$ cat src/rtl/pfd_lockdet_pkg.sv
package pfd_lockdet_pkg;

    typedef enum logic [2:0] {
        PD_IDLE = 3'd0,
        PD_UP   = 3'd1,
        PD_DN   = 3'd2,
        PD_OVL1 = 3'd3,
        PD_OVL2 = 3'd4
    } pd_state_t;

    typedef enum logic {
        LK_SEEK = 1'b0,
        LK_HELD = 1'b1
    } lk_state_t;

    localparam logic [1:0] MODE_QUIET_MON = 2'b00;
    localparam logic [1:0] MODE_FULL      = 2'b01;
    localparam logic [1:0] MODE_AUTO_OFF  = 2'b10;
    localparam logic [1:0] MODE_EXT       = 2'b11;

endpackage

$ cat src/rtl/ref_divider.sv
module ref_divider #(
    parameter int RW = 10
) (
    input  logic          clk,
    input  logic          rst_n,
    input  logic          run,
    input  logic [RW-1:0] ratio,
    input  logic          ref_in,
    output logic          div_pulse,
    output logic          div_edge
);

    logic          ref_q;
    logic [RW-1:0] cnt_q;
    logic [RW-1:0] lim;
    logic          rise;
    logic          term;

    always_comb begin
        lim  = (ratio == '0) ? RW'(1) : ratio;
        rise = ref_in & ~ref_q;
        term = (cnt_q >= (lim - RW'(1)));
    end

    always_ff @(posedge clk) begin
        if (!rst_n) begin
            ref_q     <= 1'b0;
            cnt_q     <= '0;
            div_pulse <= 1'b0;
            div_edge  <= 1'b0;
        end else begin
            ref_q <= ref_in;
            if (!run) begin
                cnt_q     <= '0;
                div_pulse <= 1'b0;
                div_edge  <= 1'b0;
            end else begin
                div_edge <= rise & term;
                if (rise) begin
                    cnt_q     <= term ? '0 : cnt_q + RW'(1);
                    div_pulse <= term;
                end else if (!ref_in) begin
                    div_pulse <= 1'b0;
                end
            end
        end
    end

    AST_PULSE_IN_HIGH: assert property (@(posedge clk) disable iff (!rst_n)
        div_pulse |-> ref_q);

    AST_CNT_IN_RANGE: assert property (@(posedge clk) disable iff (!rst_n)
        (run && rise && $stable(ratio)) |=> (cnt_q < lim || ratio != $past(ratio)));

endmodule

$ cat src/rtl/pfd_core.sv
module pfd_core
    import pfd_lockdet_pkg::*;
(
    input  logic clk,
    input  logic rst_n,
    input  logic run,
    input  logic ref_e,
    input  logic fb_e,
    output logic up_raw,
    output logic dn_raw
);

    pd_state_t state_q;
    pd_state_t state_d;

    always_comb begin
        state_d = state_q;
        if (!run) begin
            state_d = PD_IDLE;
        end else begin
            unique case (state_q)
                PD_IDLE: begin
                    if (ref_e && fb_e) state_d = PD_OVL1;
                    else if (ref_e)    state_d = PD_UP;
                    else if (fb_e)     state_d = PD_DN;
                end
                PD_UP:   if (fb_e)  state_d = PD_OVL1;
                PD_DN:   if (ref_e) state_d = PD_OVL1;
                PD_OVL1: state_d = PD_OVL2;
                PD_OVL2: state_d = PD_IDLE;
                default: state_d = PD_IDLE;
            endcase
        end
    end

    always_ff @(posedge clk) begin
        if (!rst_n) state_q <= PD_IDLE;
        else        state_q <= state_d;
    end

    always_comb begin
        up_raw = 1'b0;
        dn_raw = 1'b0;
        unique case (state_q)
            PD_IDLE: ;
            PD_UP:   up_raw = 1'b1;
            PD_DN:   dn_raw = 1'b1;
            PD_OVL1: begin up_raw = 1'b1; dn_raw = 1'b1; end
            PD_OVL2: begin up_raw = 1'b1; dn_raw = 1'b1; end
            default: ;
        endcase
    end

    AST_ZERO_DEAD_BAND: assert property (@(posedge clk) disable iff (!rst_n)
        (run && ref_e && fb_e && state_q == PD_IDLE) |=> (up_raw && dn_raw));

    AST_OVERLAP_TWO: assert property (@(posedge clk) disable iff (!rst_n)
        (run && $rose(up_raw && dn_raw)) |=> (up_raw && dn_raw));

    AST_STROBE_QUIET: assert property (@(posedge clk) disable iff (!rst_n)
        (!run) |=> (!up_raw && !dn_raw));

endmodule

$ cat src/rtl/lock_filter.sv
module lock_filter
    import pfd_lockdet_pkg::*;
#(
    parameter int INT_W   = 4,
    parameter int ERR_TOL = 2,
    parameter int LOCK_HI = 12,
    parameter int LOCK_LO = 3,
    parameter int DROP    = 3
) (
    input  logic clk,
    input  logic rst_n,
    input  logic up_raw,
    input  logic dn_raw,
    input  logic judge,
    output logic lock
);

    localparam int ERR_W = $clog2(ERR_TOL + 2);
    localparam logic [ERR_W-1:0] ERR_SAT = ERR_W'(ERR_TOL + 1);
    localparam logic [ERR_W-1:0] ERR_LIM = ERR_W'(ERR_TOL);
    localparam logic [INT_W-1:0] INT_TOP = '1;
    localparam logic [INT_W-1:0] DROP_V  = INT_W'(DROP);
    localparam logic [INT_W-1:0] HI_V    = INT_W'(LOCK_HI);
    localparam logic [INT_W-1:0] LO_V    = INT_W'(LOCK_LO);

    logic [ERR_W-1:0] err_q;
    logic [ERR_W-1:0] err_d;
    logic [INT_W-1:0] integ_q;
    logic [INT_W-1:0] integ_d;
    lk_state_t        lk_q;
    lk_state_t        lk_d;
    logic             one_sided;
    logic             good;

    always_comb begin
        one_sided = up_raw ^ dn_raw;
        good      = (err_q <= ERR_LIM);
        if (judge) begin
            err_d = one_sided ? ERR_W'(1) : '0;
        end else if (one_sided && err_q != ERR_SAT) begin
            err_d = err_q + ERR_W'(1);
        end else begin
            err_d = err_q;
        end
        integ_d = integ_q;
        if (judge) begin
            if (good) integ_d = (integ_q == INT_TOP) ? integ_q : integ_q + INT_W'(1);
            else      integ_d = (integ_q < DROP_V) ? '0 : integ_q - DROP_V;
        end
    end

    always_comb begin
        lk_d = lk_q;
        unique case (lk_q)
            LK_SEEK: if (judge && integ_d >= HI_V) lk_d = LK_HELD;
            LK_HELD: if (judge && integ_d <= LO_V) lk_d = LK_SEEK;
            default: lk_d = LK_SEEK;
        endcase
    end

    always_ff @(posedge clk) begin
        if (!rst_n) begin
            lk_q    <= LK_SEEK;
            err_q   <= '0;
            integ_q <= '0;
        end else begin
            lk_q    <= lk_d;
            err_q   <= err_d;
            integ_q <= integ_d;
        end
    end

    always_comb lock = (lk_q == LK_HELD);

    AST_LOCK_RISE: assert property (@(posedge clk) disable iff (!rst_n)
        $rose(lock) |-> (integ_q >= HI_V));

    AST_LOCK_FALL: assert property (@(posedge clk) disable iff (!rst_n)
        $fell(lock) |-> (integ_q <= LO_V));

    AST_INTEG_STEP: assert property (@(posedge clk) disable iff (!rst_n)
        (!judge) |=> $stable(integ_q));

endmodule

$ cat src/rtl/pfd_lockdet.sv
module pfd_lockdet
    import pfd_lockdet_pkg::*;
#(
    parameter int RW      = 10,
    parameter int INT_W   = 4,
    parameter int ERR_TOL = 2,
    parameter int LOCK_HI = 12,
    parameter int LOCK_LO = 3,
    parameter int DROP    = 3
) (
    input  logic          clk,
    input  logic          rst_n,
    input  logic          ref_in,
    input  logic          rf_pulse,
    input  logic [RW-1:0] ref_ratio,
    input  logic          sense,
    input  logic [1:0]    st_code,
    input  logic          pump_en,
    output logic          up,
    output logic          dn,
    output logic          mon_fb,
    output logic          mon_ref,
    output logic          lock
);

    logic div_pulse;
    logic div_edge;
    logic rf_q;
    logic rf_edge_q;
    logic ref_e;
    logic fb_e;
    logic up_raw;
    logic dn_raw;
    logic det_on;
    logic mon_en;

    ref_divider #(.RW(RW)) u_div (
        .clk       (clk),
        .rst_n     (rst_n),
        .run       (pump_en),
        .ratio     (ref_ratio),
        .ref_in    (ref_in),
        .div_pulse (div_pulse),
        .div_edge  (div_edge)
    );

    always_ff @(posedge clk) begin
        if (!rst_n) begin
            rf_q      <= 1'b0;
            rf_edge_q <= 1'b0;
        end else begin
            rf_q      <= rf_pulse;
            rf_edge_q <= rf_pulse & ~rf_q;
        end
    end

    always_comb begin
        ref_e = sense ? rf_edge_q : div_edge;
        fb_e  = sense ? div_edge  : rf_edge_q;
    end

    pfd_core u_pfd (
        .clk    (clk),
        .rst_n  (rst_n),
        .run    (pump_en),
        .ref_e  (ref_e),
        .fb_e   (fb_e),
        .up_raw (up_raw),
        .dn_raw (dn_raw)
    );

    lock_filter #(
        .INT_W   (INT_W),
        .ERR_TOL (ERR_TOL),
        .LOCK_HI (LOCK_HI),
        .LOCK_LO (LOCK_LO),
        .DROP    (DROP)
    ) u_lock (
        .clk    (clk),
        .rst_n  (rst_n),
        .up_raw (up_raw),
        .dn_raw (dn_raw),
        .judge  (div_edge),
        .lock   (lock)
    );

    always_comb begin
        det_on = pump_en;
        unique case (st_code)
            MODE_QUIET_MON: ;
            MODE_FULL:      ;
            MODE_AUTO_OFF:  if (lock) det_on = 1'b0;
            MODE_EXT:       det_on = 1'b0;
            default:        det_on = 1'b0;
        endcase
        mon_en  = (st_code != MODE_QUIET_MON);
        up      = up_raw & det_on;
        dn      = dn_raw & det_on;
        mon_fb  = mon_en & (sense ? div_pulse : rf_q);
        mon_ref = mon_en & (sense ? rf_q : div_pulse);
    end

    AST_EXT_SILENT: assert property (@(posedge clk) disable iff (!rst_n)
        (st_code == MODE_EXT) |-> (!up && !dn));

    AST_MON_DARK: assert property (@(posedge clk) disable iff (!rst_n)
        (st_code == MODE_QUIET_MON) |-> (!mon_fb && !mon_ref));

    AST_NO_DIV_STROBE: assert property (@(posedge clk) disable iff (!rst_n)
        (!pump_en) |=> (!div_pulse));

endmodule

$ cat config.mk
export PLATFORM = sky130hd
export DESIGN_NAME = pfd_lockdet
export DESIGN_NICKNAME = d
export VERILOG_FILES = /design/src/rtl/pfd_lockdet_pkg.sv /design/src/rtl/ref_divider.sv /design/src/rtl/pfd_core.sv /design/src/rtl/lock_filter.sv /design/src/rtl/pfd_lockdet.sv
export SDC_FILE = /design/constraint.sdc
export NUM_CORES = 1
export LEC_CHECK = 0
export CAP_MARGIN = 20
export CORE_MARGIN = 1.5
export CORE_UTILIZATION = 42
export DETAILED_ROUTE_END_ITERATION = 16
export PLACE_DENSITY_LB_ADDON = 0.15
export SETUP_SLACK_MARGIN = 0.1
export SLEW_MARGIN = 20
export SYNTH_ARGS = -nofsm -noshare
export SYNTH_HDL_FRONTEND = slang
export SYNTH_SLANG_ARGS = --single-unit
export TNS_END_PERCENT = 50
$ cat constraint.sdc
create_clock -name clk -period 4.6 [get_ports clk]
set_clock_uncertainty 0.1 [all_clocks]
set_input_delay 0.69 -clock clk [delete_from_list [all_inputs] [get_ports clk]]
set_output_delay 0.69 -clock clk [all_outputs]
set_load 0.02 [all_outputs]
Yosys cells after proc, flatten, opt, wreduce, memory -nomap -nowiden
Index checks and enable logic that the tools add are counted.
{"block": "totals", "wordCells": 83, "input_bits": 18, "register_bits": 25, "output_inout_bits": 5}
{"block": "op_classes", "n_bitwise": 11, "reduce_logical": 12, "n_eq_ne": 12, "add_sub_neg": 5, "magnitude_cmp": 5, "muxes": 28}
{"op": "$mux W10", "n": 2}
{"op": "$mux W4", "n": 4}
{"op": "$mux W3", "n": 5}
{"op": "$mux W1", "n": 12}
{"op": "$pmux W3 S4", "n": 1}
{"op": "$add A10 B1 Y10 const B", "n": 1}
{"op": "$ge A10 B10 Y1", "n": 1}
{"op": "$logic_not A10 Y1", "n": 1}
{"op": "$sub A10 B1 Y10 const B", "n": 1}
{"op": "$and A1 B1 Y1", "n": 7}
{"op": "$eq A3 B2 Y1 const B", "n": 2}
{"op": "$ne A2 B1 Y1 const B", "n": 3}
{"op": "$reduce_or A3 Y1", "n": 2}
{"op": "$add A4 B1 Y4 const B", "n": 1}
{"op": "$eq A2 B2 Y1 const B", "n": 2}
{"op": "$eq A4 B4 Y1 const B", "n": 1}
{"op": "$ge A4 B4 Y1 const B", "n": 1}
{"op": "$le A4 B2 Y1 const B", "n": 1}
{"op": "$logic_and A1 B1 Y1", "n": 4}
{"op": "$lt A4 B2 Y1 const B", "n": 1}
{"op": "$mux W2", "n": 2}
{"op": "$ne A4 B1 Y1 const B", "n": 1}
{"op": "$pmux W1 S2", "n": 2}
{"op": "$reduce_bool A2 Y1", "n": 2}
{"op": "11 further kinds", "n": 13}

Depth between registers and ports, before layout
Gate-level depths: netlist (run 1).
{"block": "depth", "depth_word": 8, "mapped_depth": 14, "mapped_depth_nobuf": 14}

By module
From an unflattened synthesis (run 1), not the netlist that was laid out.
{"block": "hier_totals", "cells_unflattened": 188, "hier_area_um2": 1580.3}
{"mod": "ref_divider", "instances": 1, "area_each_um2": 903.4, "cells_each": 106, "seq_area_each_um2": 260.2}
{"mod": "lock_filter", "instances": 1, "area_each_um2": 417.9, "cells_each": 52, "seq_area_each_um2": 140.1}
{"mod": "pfd_core", "instances": 1, "area_each_um2": 135.1, "cells_each": 16, "seq_area_each_um2": 60.1}
{"mod": "pfd_lockdet", "instances": 1, "area_each_um2": 123.9, "cells_each": 14, "seq_area_each_um2": 40.0}

Least setup slack after synthesis (run 1)
OpenSTA, ideal clock, no wires.
{"block": "synth_timing", "kind": "input-to-reg", "startpoint": "in ref_ratio[5]", "endpoint": "reg u_div.cnt_q[4]", "path_slack_ns": 1.055, "setup_ns": 0.130, "arrival_time_ns": 3.314, "cell_stages": 13, "path_buffers": 0, "required_time_ns": 4.370, "path_cell_list": "or4_1 -> or2_4 -> nor2_2 -> a21oi_1 -> ha_1 -> nand2_1 -> nor4_1 -> xnor2_1 -> ha_1 -> nand4_1 -> o311a_1 -> o21ai_1 -> nor2_1"}
{"block": "synth_between", "elab_chain_cells": 5}
{"element": "from (decl)", "line": "pfd_lockdet.sv:15", "source": "input logic [RW-1:0] ref_ratio,"}
{"element": "$logic_not A10 Y1", "line": "ref_divider.sv:20", "source": "lim = (ratio == '0) ? RW'(1) : ratio;"}
{"element": "$mux W10 *", "line": "ref_divider.sv:20"}
{"element": "$sub A10 B1 Y10 *", "line": "ref_divider.sv:22", "source": "term = (cnt_q >= (lim - RW'(1)));"}
{"element": "$ge A10 B10 Y1 *", "line": "ref_divider.sv:22"}
{"element": "$mux W10 *", "line": "ref_divider.sv:40", "source": "cnt_q <= term ? '0 : cnt_q + RW'(1);"}
{"element": "to (signal assigned)", "line": "ref_divider.sv:40"}
{"element": "to (decl)", "line": "ref_divider.sv:14", "source": "logic [RW-1:0] cnt_q;"}
Mark *: on every way between the ends. The rest lies on a longest branch, timed or not.
A chain may end at the register's enable or synchronous reset.

Worst setup path in the final report (run 1)
{"block": "layout_timing", "startpoint": "in ref_ratio[5]", "endpoint": "reg u_div.cnt_q[9]"}
The elaborated chain is that of the path after synthesis.

==> results of run 1 <==
[stage by stage]
step / total power (W) / hold slack, ns / worst slack, ns / instances
6_report: 0.000414 / 0.351 / 0.543 / 264
5_1_grt: 0.000436 / 0.394 / 0.270 / 264
4_1_cts: 0.000418 / 0.354 / 0.548 / 264
3_5_place_dp: 0.000288 / 0.339 / 0.267 / 260
3_3_place_gp: 0.000286 / 0.329 / 0.360 / 260
2_1_floorplan: 0.000261 / 0.313 / 1.06 / 195
[routing by layer]
layer | vias up | GRT usage (%) | wire, um
li1 | 747 | - | -
met1 | 661 | 20.5 | 1540
met2 | 37 | 31.0 | 1580
met3 | 2 | 2.26 | 136
met4 | 0 | 5.85 | 20
met5 | - | 0 | 0
[final cells by class]
| cell class | instances | area [um2] |
|---|---|---|
| inverter | 5 | 18.8 |
| multi-input combinational | 160 | 1060 |
| timing repair buffer | 22 | 220 |
| clock buffer | 3 | 41.3 |
| clock inverter | 1 | 7.51 |
| tap | 48 | 60.1 |
| fill | 366 | 1760 |
| sequential | 25 | 500 |
[cell families after synthesis]
kind of cell	synth area share, %
buffers and inverters	2.43
muxes	2.51
and+or+nand+nor	28.9
AOI/OAI and AO/OA	16.6
xor gates and xnor gates	7.14
DFF	31.4
adders and majority gates	11.0
[flip-flops by register name, summed over array words and instances, names as in the netlist]
signal	cells
u_div.ref_q	1
u_div.cnt_q	10
u_lock.err_q	2
u_lock.lock	1
rf_edge_q	1
u_div.div_pulse	1
rf_q	1
u_pfd.state_q	3
u_div.div_edge	1
u_lock.integ_q	4
[worst paths after layout]
path | start | endpoint | slack (ns)
worst max-delay path | ref_ratio[5] | u_div.cnt_q[9]$_SDFFE_PN0P_ | 0.54
worst min-delay path | rf_q$_SDFF_PN0_ | rf_edge_q$_SDFF_PN0_ | 0.35
worst max register to register | u_div.cnt_q[4]$_SDFFE_PN0P_ | u_div.cnt_q[9]$_SDFFE_PN0P_ | 2.58
worst min register to register | rf_q$_SDFF_PN0_ | rf_edge_q$_SDFF_PN0_ | 0.35
[cell usage in the layout (no fill, tap or decap), types with 2 or more instances in the layout]
cell,netlist,final
dfxtp_1,25,25
clkdlybuf4s50_1,0,22
nand2_1,19,19
nor2_1,19,19
a21oi_1,15,15
ha_1,14,14
nor3_1,9,9
nand3_1,8,8
xnor2_1,7,7
o21ai_0,6,6
xor2_1,6,6
inv_1,5,5
mux2i_1,4,4
nand2b_1,4,4
nor2b_1,4,4
or3_1,3,3
a211oi_1,3,3
o21a_1,3,3
and2_1,3,3
clkbuf_8,0,3
nand4_1,2,2
o311a_1,2,2
a31oi_1,2,2
nand4b_1,2,2
a21boi_0,2,2
nor3b_1,2,2
and3_1,2,2
a32o_1,2,2
nand3b_1,2,2
[critical path: stages]
cell and delay (ns):
clkdlybuf4s50_1 0.49, or4_1 0.57, or2_4 0.26, nor2_2 0.10, a21oi_1 0.10, ha_1 0.25, nand2_1 0.09, nor4_1 0.05
xnor2_1 0.13, ha_1 0.30, nand4_1 0.10, o311a_1 0.46, o21ai_1 0.41, nor2_1 0.11
[power breakdown]
| group | total, W | internal [W] | leakage (nW) | switching (W) |
|---|---|---|---|---|
| Sequential | 0.000223 | 0.000220 | 0.202 | 0.00000356 |
| Combinational | 0.0000592 | 0.0000312 | 0.465 | 0.0000281 |
| Clock | 0.000131 | 0.0000613 | 0.0217 | 0.0000700 |
==> key figures, run 1 <==
Run status
  – Status: finished clean

Yosys
  – Post-synth EDFFs: 0
  – Most frequent cell after synthesis: dfxtp_1
  – Synth top cells by count: 25 x dfxtp_1, 19 x nand2_1, 19 x nor2_1
  – Syn Inst Count: slightly below 200
  – Netlist Area Pre-Place: approximately 1600 um2
  – Syn. warnings: 0
  – Largest area contributor in the netlist: dfxtp_1
  – Avg Cell Area, Syn: 8.18 um2
  – Netlist cell types: 44
  – Register area share after synthesis: 31.4%
  – Top post-synthesis cells by area: dfxtp_1 31%, ha_1 11%, a21oi_1 4.7%, nand2_1 4.5%, nor2_1 4.5%
  – Flops & latches, synth: 25
  – Async SR Flop Fraction: 0%
  – Syn nets: approximately 230
  – Synth Flop Type: dfxtp_1
  – Share of the synthesized area in the top cell type: 31.4%

Timing
  – RSZ-0062 raised after global routing: false
  – Final min period: between 4 and 5 ns
  – Setup TNS: 0 ns
  – Max-slew violation count: 0
  – Crit share post-route: 88.2%
  – Least-Margin Pin Slew: approximately 0.46 ns
  – Maximum clock rate: between 200 and 250 MHz
  – Final hold violations: 0
  – Count of final setup violators: 0
  – Worst relative slew slack: between 60% and 70%

Final layout
  – Final Util: between 50% and 60%
  – Share of cells above drive strength 1: 3.70%
  – # nets final: around 250
  – Fin area: 1900 um2
  – Antenna diodes: 0
  – Area Growth Syn to Fin: 19.4%

Place
  – Routability cong.: ~0.77
  – Post-DP HPWL: around 2.5 mm
  – Post-DP Area: 1860 um2
  – # port buffers: 22

Worst hold path
  – Worst Hold Class: reg -> reg
  – Hold path depth: 1

Worst setup path
  – Crit path kind: in -> reg
  – Setup crit end kind: register
  – Critical Path Fanout Max: 7
  – R2r worst-path depth: 5
  – CP arrival: slightly above 4 ns
  – Data required, critical path: 4.65 ns
  – Startpoint types: input port

Die
  – Die height: 64.6 um
  – Die Area: 4180 um2
  – Site Rows: 22
  – Die span in x: approximately 65 um
  – Core ar.: about 3700 um2
  – IO Pins: 23
  – Initial core utilization: 43.6%

Run
  – Max-cap violations: 0

Clock network
  – Reg clk slew, reported paths: ~0.090 ns
  – Resized cells post-CTS: 0
  – Max clock buf depth: 2
  – Clock root buffer master: clkbuf_8
  – Latest clock arrival within the worst-skew pair: 0.27 ns
  – CTS tree: built
  – Clock sink count: 25
  – H-tree Lvls: 1
  – # hold bufs at CTS: 0
  – Setup Buffers After CTS: 0
  – Total CTS buffers: 3

GRT
  – Total GRT Usage: around 17%
  – Vias in the first global route: 1,380
  – Initial antenna violation count: 0
  – GR Overflow Total: 0
  – Largest net degree at the start of global routing: 16
  – First-pass GRT wire length: slightly below 6 mm

Pwr
  – LEAKAGE: 0.689 nW
  – Peak supply drop: between 0.15 and 0.2 mV
  – Cell Pwr Density: around 220 nW/um2

Drt
  – Via density: around 5.5
  – Initial DRC count: 42
  – Vias post-DR: 1,447
  – DRC: 0
  – Post-Route WL: approximately 3.3 mm
  – Drt pass-1 iters: 4
  – WL/cell: ~12 um
  – ANT nets after route: 0
Power figures use the tool's default switching activity.
==> inputs of run 2 (changes only) <==
- CTS_BUF_LIST: not set -> sky130_fd_sc_hd__clkbuf_16
==> run 2 against run 1 <==
Hold slack worse by 0.0038 ns. First-iteration DRC count up 21%. Register-to-register slack about the same. Flip-flop and latch count unchanged. Count of clock-buffer cells in the layout unchanged. Setup slack worse by 0.024 ns. Largest power group unchanged.
==> key figures, run 2 (same netlist as run 1, synthesis figures left out) <==
Run status
  – Status: finished clean

Worst hold path
  – Hold path depth: 1
  – Worst Hold Class: reg -> reg

Pwr
  – Cell Pwr Density: approximately 250 nW/um2
  – Peak supply drop: between 0.15 and 0.2 mV
  – Overall power: ~0.00048 W
  – LEAKAGE: around 0.70 nW

GRT
  – First-pass GRT wire length: around 5.8 mm
  – GR Overflow Total: 0
  – Vias in the first global route: 1,391
  – Total GRT Usage: 17.4%
  – Initial antenna violation count: 0
  – Largest net degree at the start of global routing: 16

Drt
  – ANT nets after route: 0
  – Post-Route WL: 3.31 mm
  – Initial DRC count: 51
  – Via density: between 5 and 6
  – Vias post-DR: around 1,500
  – Drt pass-1 iters: 4
  – DRC: 0
  – WL/cell: ~13 um

Clock network
  – Reg clk slew, reported paths: approximately 0.060 ns
  – Setup Buffers After CTS: 0
  – H-tree Lvls: 1
  – Clock root buffer master: clkbuf_16
  – Resized cells post-CTS: 0
  – # hold bufs at CTS: 0
  – Max clock buf depth: 2
  – CTS tree: built
  – Clock sink count: 25
  – Total CTS buffers: 3
  – Latest clock arrival within the worst-skew pair: 0.26 ns

Place
  – Post-DP HPWL: 2.50 mm
  – # port buffers: 22
  – Routability cong.: between 0.7 and 0.8

Worst setup path
  – Setup crit end kind: register
  – Crit path kind: in -> reg
  – CP arrival: ~4.1 ns
  – Startpoint types: input port
  – R2r worst-path depth: 5
  – Critical Path Fanout Max: 7
  – Data required, critical path: between 4 and 5 ns

Die
  – Initial core utilization: between 40 and 50%
  – Core ar.: between 3000 and 4000 um2
  – Site Rows: 22
  – Die span in x: around 65 um
  – IO Pins: 23
  – Die Area: approximately 4200 um2
  – Die height: around 65 um

Final layout
  – Largest Register: u_div.cnt_q
  – Area Growth Syn to Fin: 21.5%
  – Most frequent cells in the layout: 25 x dfxtp_1, 22 x clkdlybuf4s50_1, 19 x nand2_1, 19 x nor2_1, 15 x a21oi_1
  – Max reg flops: 10
  – Final Util: between 50% and 60%
  – Commonest non-fill, non-tap cell in the layout: dfxtp_1
  – # nets final: approximately 250
  – FILL cells: roughly 360
  – Top flop regs: u_div.cnt_q x10, u_lock.integ_q x4, u_pfd.state_q x3
  – Share of cells above drive strength 1: 3.70%
  – Antenna diodes: 0

Timing
  – RSZ-0062 raised after global routing: false
  – Final hold violations: 0
  – Max-slew violation count: 0
  – Setup TNS: 0 ns
  – Least-Margin Pin Slew: 0.458 ns
  – Count of final setup violators: 0
  – Worst relative slew slack: approximately 69%
  – Final min period: 4.08 ns
  – Crit share post-route: 88.7%
  – Maximum clock rate: ~250 MHz

Run
  – Max-cap violations: 0
## run 2: cell counts in the layout (fill, tap and decap cells not counted)
No cell type changed its count.
## run 2: per-stage QoR
step	cell area, um2	hold slack (ns)	setup WS (ns)	cells
after floorplan	1600	0.313	1.06	195
after global placement	1860	0.329	0.360	260
after detailed placement	1860	0.339	0.267	260
after CTS	1940	0.351	0.533	264
after global routing	1940	0.388	0.249	264
final	1940	0.348	0.519	264
## run 2: report_power, final
part,internal [W],switching (W),total [W]
clock network,0.000118,0.0000769,0.000195
logic,0.0000312,0.0000281,0.0000592
registers,0.000220,0.00000354,0.000224
## run 2: metal layers
| metal | global-route usage [%] | vias up | share of wire [%] |
|---|---|---|---|
| met5 | 0 | - | 0 |
| met4 | 7.71 | 0 | 2.1 |
| met3 | 2.60 | 7 | 4.0 |
| met2 | 31.1 | 41 | 47 |
| met1 | 20.5 | 658 | 46 |
| li1 | - | 747 | - |
## run 2: area by class of cell
cell class	count	area [um2]	area share (%)
repair buffers	22	220	11.4
multi-input cells	160	1060	54.5
well taps	48	60.1	3.10
flip-flops and latches	25	500	25.8
inverters	5	18.8	0.968
clock inverters	1	7.51	0.387
clock buffers	3	75.1	3.87
## run 2: worst paths after layout
check / startpoint / endpoint / slack [ns]
hold reg to reg: rf_q$_SDFF_PN0_ / rf_edge_q$_SDFF_PN0_ / 0.35
setup reg to reg: u_div.cnt_q[4]$_SDFFE_PN0P_ / u_div.cnt_q[9]$_SDFFE_PN0P_ / 2.58
setup / recovery: ref_ratio[5] / u_div.cnt_q[9]$_SDFFE_PN0P_ / 0.52
hold / removal: rf_q$_SDFF_PN0_ / rf_edge_q$_SDFF_PN0_ / 0.35
## run 2: critical path: stages
cell and delay (ns):
clkdlybuf4s50_1 0.49, or4_1 0.57, or2_4 0.26, nor2_2 0.10, a21oi_1 0.10, ha_1 0.25, nand2_1 0.09, nor4_1 0.05
xnor2_1 0.13, ha_1 0.30, nand4_1 0.10, o311a_1 0.46, o21ai_1 0.41, nor2_1 0.11
==> inputs of run 3 (changes only) <==
==> constraint.sdc (replaced) <==
create_clock -name clk -period 4.6 [get_ports clk]
set_clock_uncertainty 0.1 [all_clocks]
set_input_delay 0.92 -clock clk [delete_from_list [all_inputs] [get_ports clk]]
set_output_delay 0.92 -clock clk [all_outputs]
set_load 0.02 [all_outputs]
==> run 3 against run 2 <==
Fmax decreased by 2.5%. Sequential share of layout area decreased by 0.10 points. Via count decreased by 1.6%. First-iteration DRC count decreased by 37%. Hold slack got worse by 0.0035 ns. Critical path depth unchanged. Clock power decreased by 3%. Power decreased by 0.96%. Flip-flop and latch count unchanged. Critical path type unchanged. Largest power group unchanged.
==> key figures, run 3 (same netlist as run 1, synthesis figures left out) <==
Final layout
  – Max reg flops: 10
  – FILL cells: roughly 360
  – Share of cells above drive strength 1: slightly above 4%
  – Most frequent cells in the layout: 25 x dfxtp_1, 22 x clkdlybuf4s50_1, 19 x nand2_1, 19 x nor2_1, 15 x a21oi_1
  – Largest Register: u_div.cnt_q
  – Area Growth Syn to Fin: 22.0%
  – Antenna diodes: 0
  – Commonest non-fill, non-tap cell in the layout: dfxtp_1
  – Top flop regs: u_div.cnt_q x10, u_lock.integ_q x4, u_pfd.state_q x3
  – # nets final: 250

Timing
  – RSZ-0062 raised after global routing: false
  – Worst relative slew slack: a little over two thirds
  – Hold slack: roughly 0.34 ns
  – Maximum clock rate: between 200 and 250 MHz
  – Final min period: 4.19 ns
  – Max-slew violation count: 0
  – Setup TNS: 0 ns
  – Least-Margin Pin Slew: approximately 0.46 ns
  – Final hold violations: 0
  – Count of final setup violators: 0
  – Crit share post-route: between 90% and 100%

Worst hold path
  – Hold Crit Endpoint: rf_edge_q$_SDFF_PN0_
  – Hold path depth: 1
  – Hold path start: rf_q$_SDFF_PN0_
  – Worst Hold Class: reg -> reg

Run
  – Max-cap violations: 0

Clock network
  – Resized cells post-CTS: 0
  – Clock sink count: 25
  – H-tree Lvls: 1
  – Total CTS buffers: 3
  – Setup Buffers After CTS: 0
  – # hold bufs at CTS: 0
  – Clock root buffer master: clkbuf_16
  – Max clock buf depth: 2
  – Reg clk slew, reported paths: 0.06 ns
  – Latest clock arrival within the worst-skew pair: ~0.25 ns
  – CTS tree: built

Die
  – Die Area: between 4000 and 5000 um2
  – Site Rows: 22
  – Initial core utilization: between 40 and 50%
  – Die span in x: ~65 um
  – IO Pins: 23
  – Die height: between 60 and 70 um
  – Core ar.: ~3700 um2

GRT
  – First-pass GRT wire length: 5.85 mm
  – Total GRT Usage: between 10% and 20%
  – GR Overflow Total: 0
  – Largest net degree at the start of global routing: 16
  – Vias in the first global route: around 1,400
  – Initial antenna violation count: 0

Drt
  – Vias post-DR: 1,430
  – Met2 WL post-DR: 1.57 mm
  – Via density: about 5.4
  – Drt pass-1 iters: 4
  – ANT nets after route: 0
  – Initial DRC count: 32
  – Post-Route WL: 3.31 mm
  – Met3 wire length: roughly 140 um
  – Met1 Routed Length: roughly 1.6 mm
  – Uppermost layer routed: met4
  – WL/cell: between 10 and 15 um
  – DRC: 0

Worst setup path
  – Data required, critical path: 4.63 ns
  – Setup crit end kind: register
  – Critical-path cell list: clkdlybuf4s50_1, or4_1, or2_4, nor2_2, a21oi_1, ha_1, nand2_1, nor4_1, xnor2_1, ha_1, nand4_1, o311a_1, o21ai_1, nor2_1
  – Most used cell, CP: ha_1
  – Critical path origin: ref_ratio[5]
  – CP max stage delay: 0.56 ns
  – Worst R2R Setup Slack: 2.70 ns
  – CP max stage cell: or4_1
  – Crit path kind: in -> reg
  – Critical Path Fanout Max: 7
  – Worst reg2reg path startpoint: u_div.cnt_q[4]$_SDFFE_PN0P_
  – CP arrival: 4.21 ns
  – R2r worst-path depth: 6
  – Reg2Reg Capture Point: u_div.cnt_q[8]$_SDFFE_PN0P_
  – Startpoint types: input port

Pwr
  – Cell Pwr Density: approximately 240 nW/um2
  – LEAKAGE: a little over 0.7 nW
  – Peak supply drop: between 0.1 and 0.15 mV
  – Overall power: about 0.00047 W

Run status
  – Status: finished clean

Place
  – # port buffers: 22
  – Routability cong.: just over 0.8
  – Post-DP HPWL: between 2 and 3 mm
[run 3: worst max path at each step]
stage	slack, ns	cells past startpoint	endpoint
2_1_floorplan	0.83	13	u_div.cnt_q[4]$_SDFFE_PN0P_
3_3_place_gp	0.22	14	u_div.cnt_q[9]$_SDFFE_PN0P_
3_5_place_dp	0.13	14	u_div.cnt_q[7]$_SDFFE_PN0P_
4_1_cts	0.39	14	u_div.cnt_q[7]$_SDFFE_PN0P_
5_1_grt	0.15	14	u_div.cnt_q[8]$_SDFFE_PN0P_
6_report	0.41	14	u_div.cnt_q[8]$_SDFFE_PN0P_
[run 3: layout make-up]
type / instances / area, um2 / area share, %
clock inverters: 1 / 7.51 / 0.386
inverters: 5 / 18.8 / 0.965
flip-flops and latches: 25 / 500 / 25.7
repair buffers: 23 / 228 / 11.7
multi-input cells: 160 / 1060 / 54.3
clock buffers: 3 / 75.1 / 3.86
well taps: 48 / 60.1 / 3.09
[run 3: through the flow]
step	worst slack [ns]	instance area, um2	utilization (%)	std cells
final	0.413	1950	53.1	265
after global routing	0.149	1950	53.1	265
after CTS	0.392	1950	53.1	265
after detailed placement	0.133	1860	50.9	261
after global placement	0.222	1860	50.9	261
after floorplan	0.825	1600	-	195
[run 3: report_power, final]
group          internal, W  leakage, nW  total [W]  switching [W]
clock             0.000118       0.0371   0.000190      0.0000725
sequential        0.000220        0.202   0.000224     0.00000350
combinational    0.0000312        0.469  0.0000593      0.0000281
total             0.000369        0.709   0.000473       0.000104
[run 3: routing by layer]
metal  vias to the layer above  global-route usage [%]
li1                        747                       -
met2                        29                    31.4
met3                         2                    2.26
met5                         -                       0
met4                         0                    5.32
met1                       652                    21.4
[run 3: worst max-delay path, delay by kind of cell]
family                     cells  cell delay (ns)
and+or+nand+nor                7             1.27
adders and majority gates      2             0.55
xor gates and xnor gates       1             0.14
buffers and inverters          1             0.48
AOI/OAI and AO/OA              3             0.85
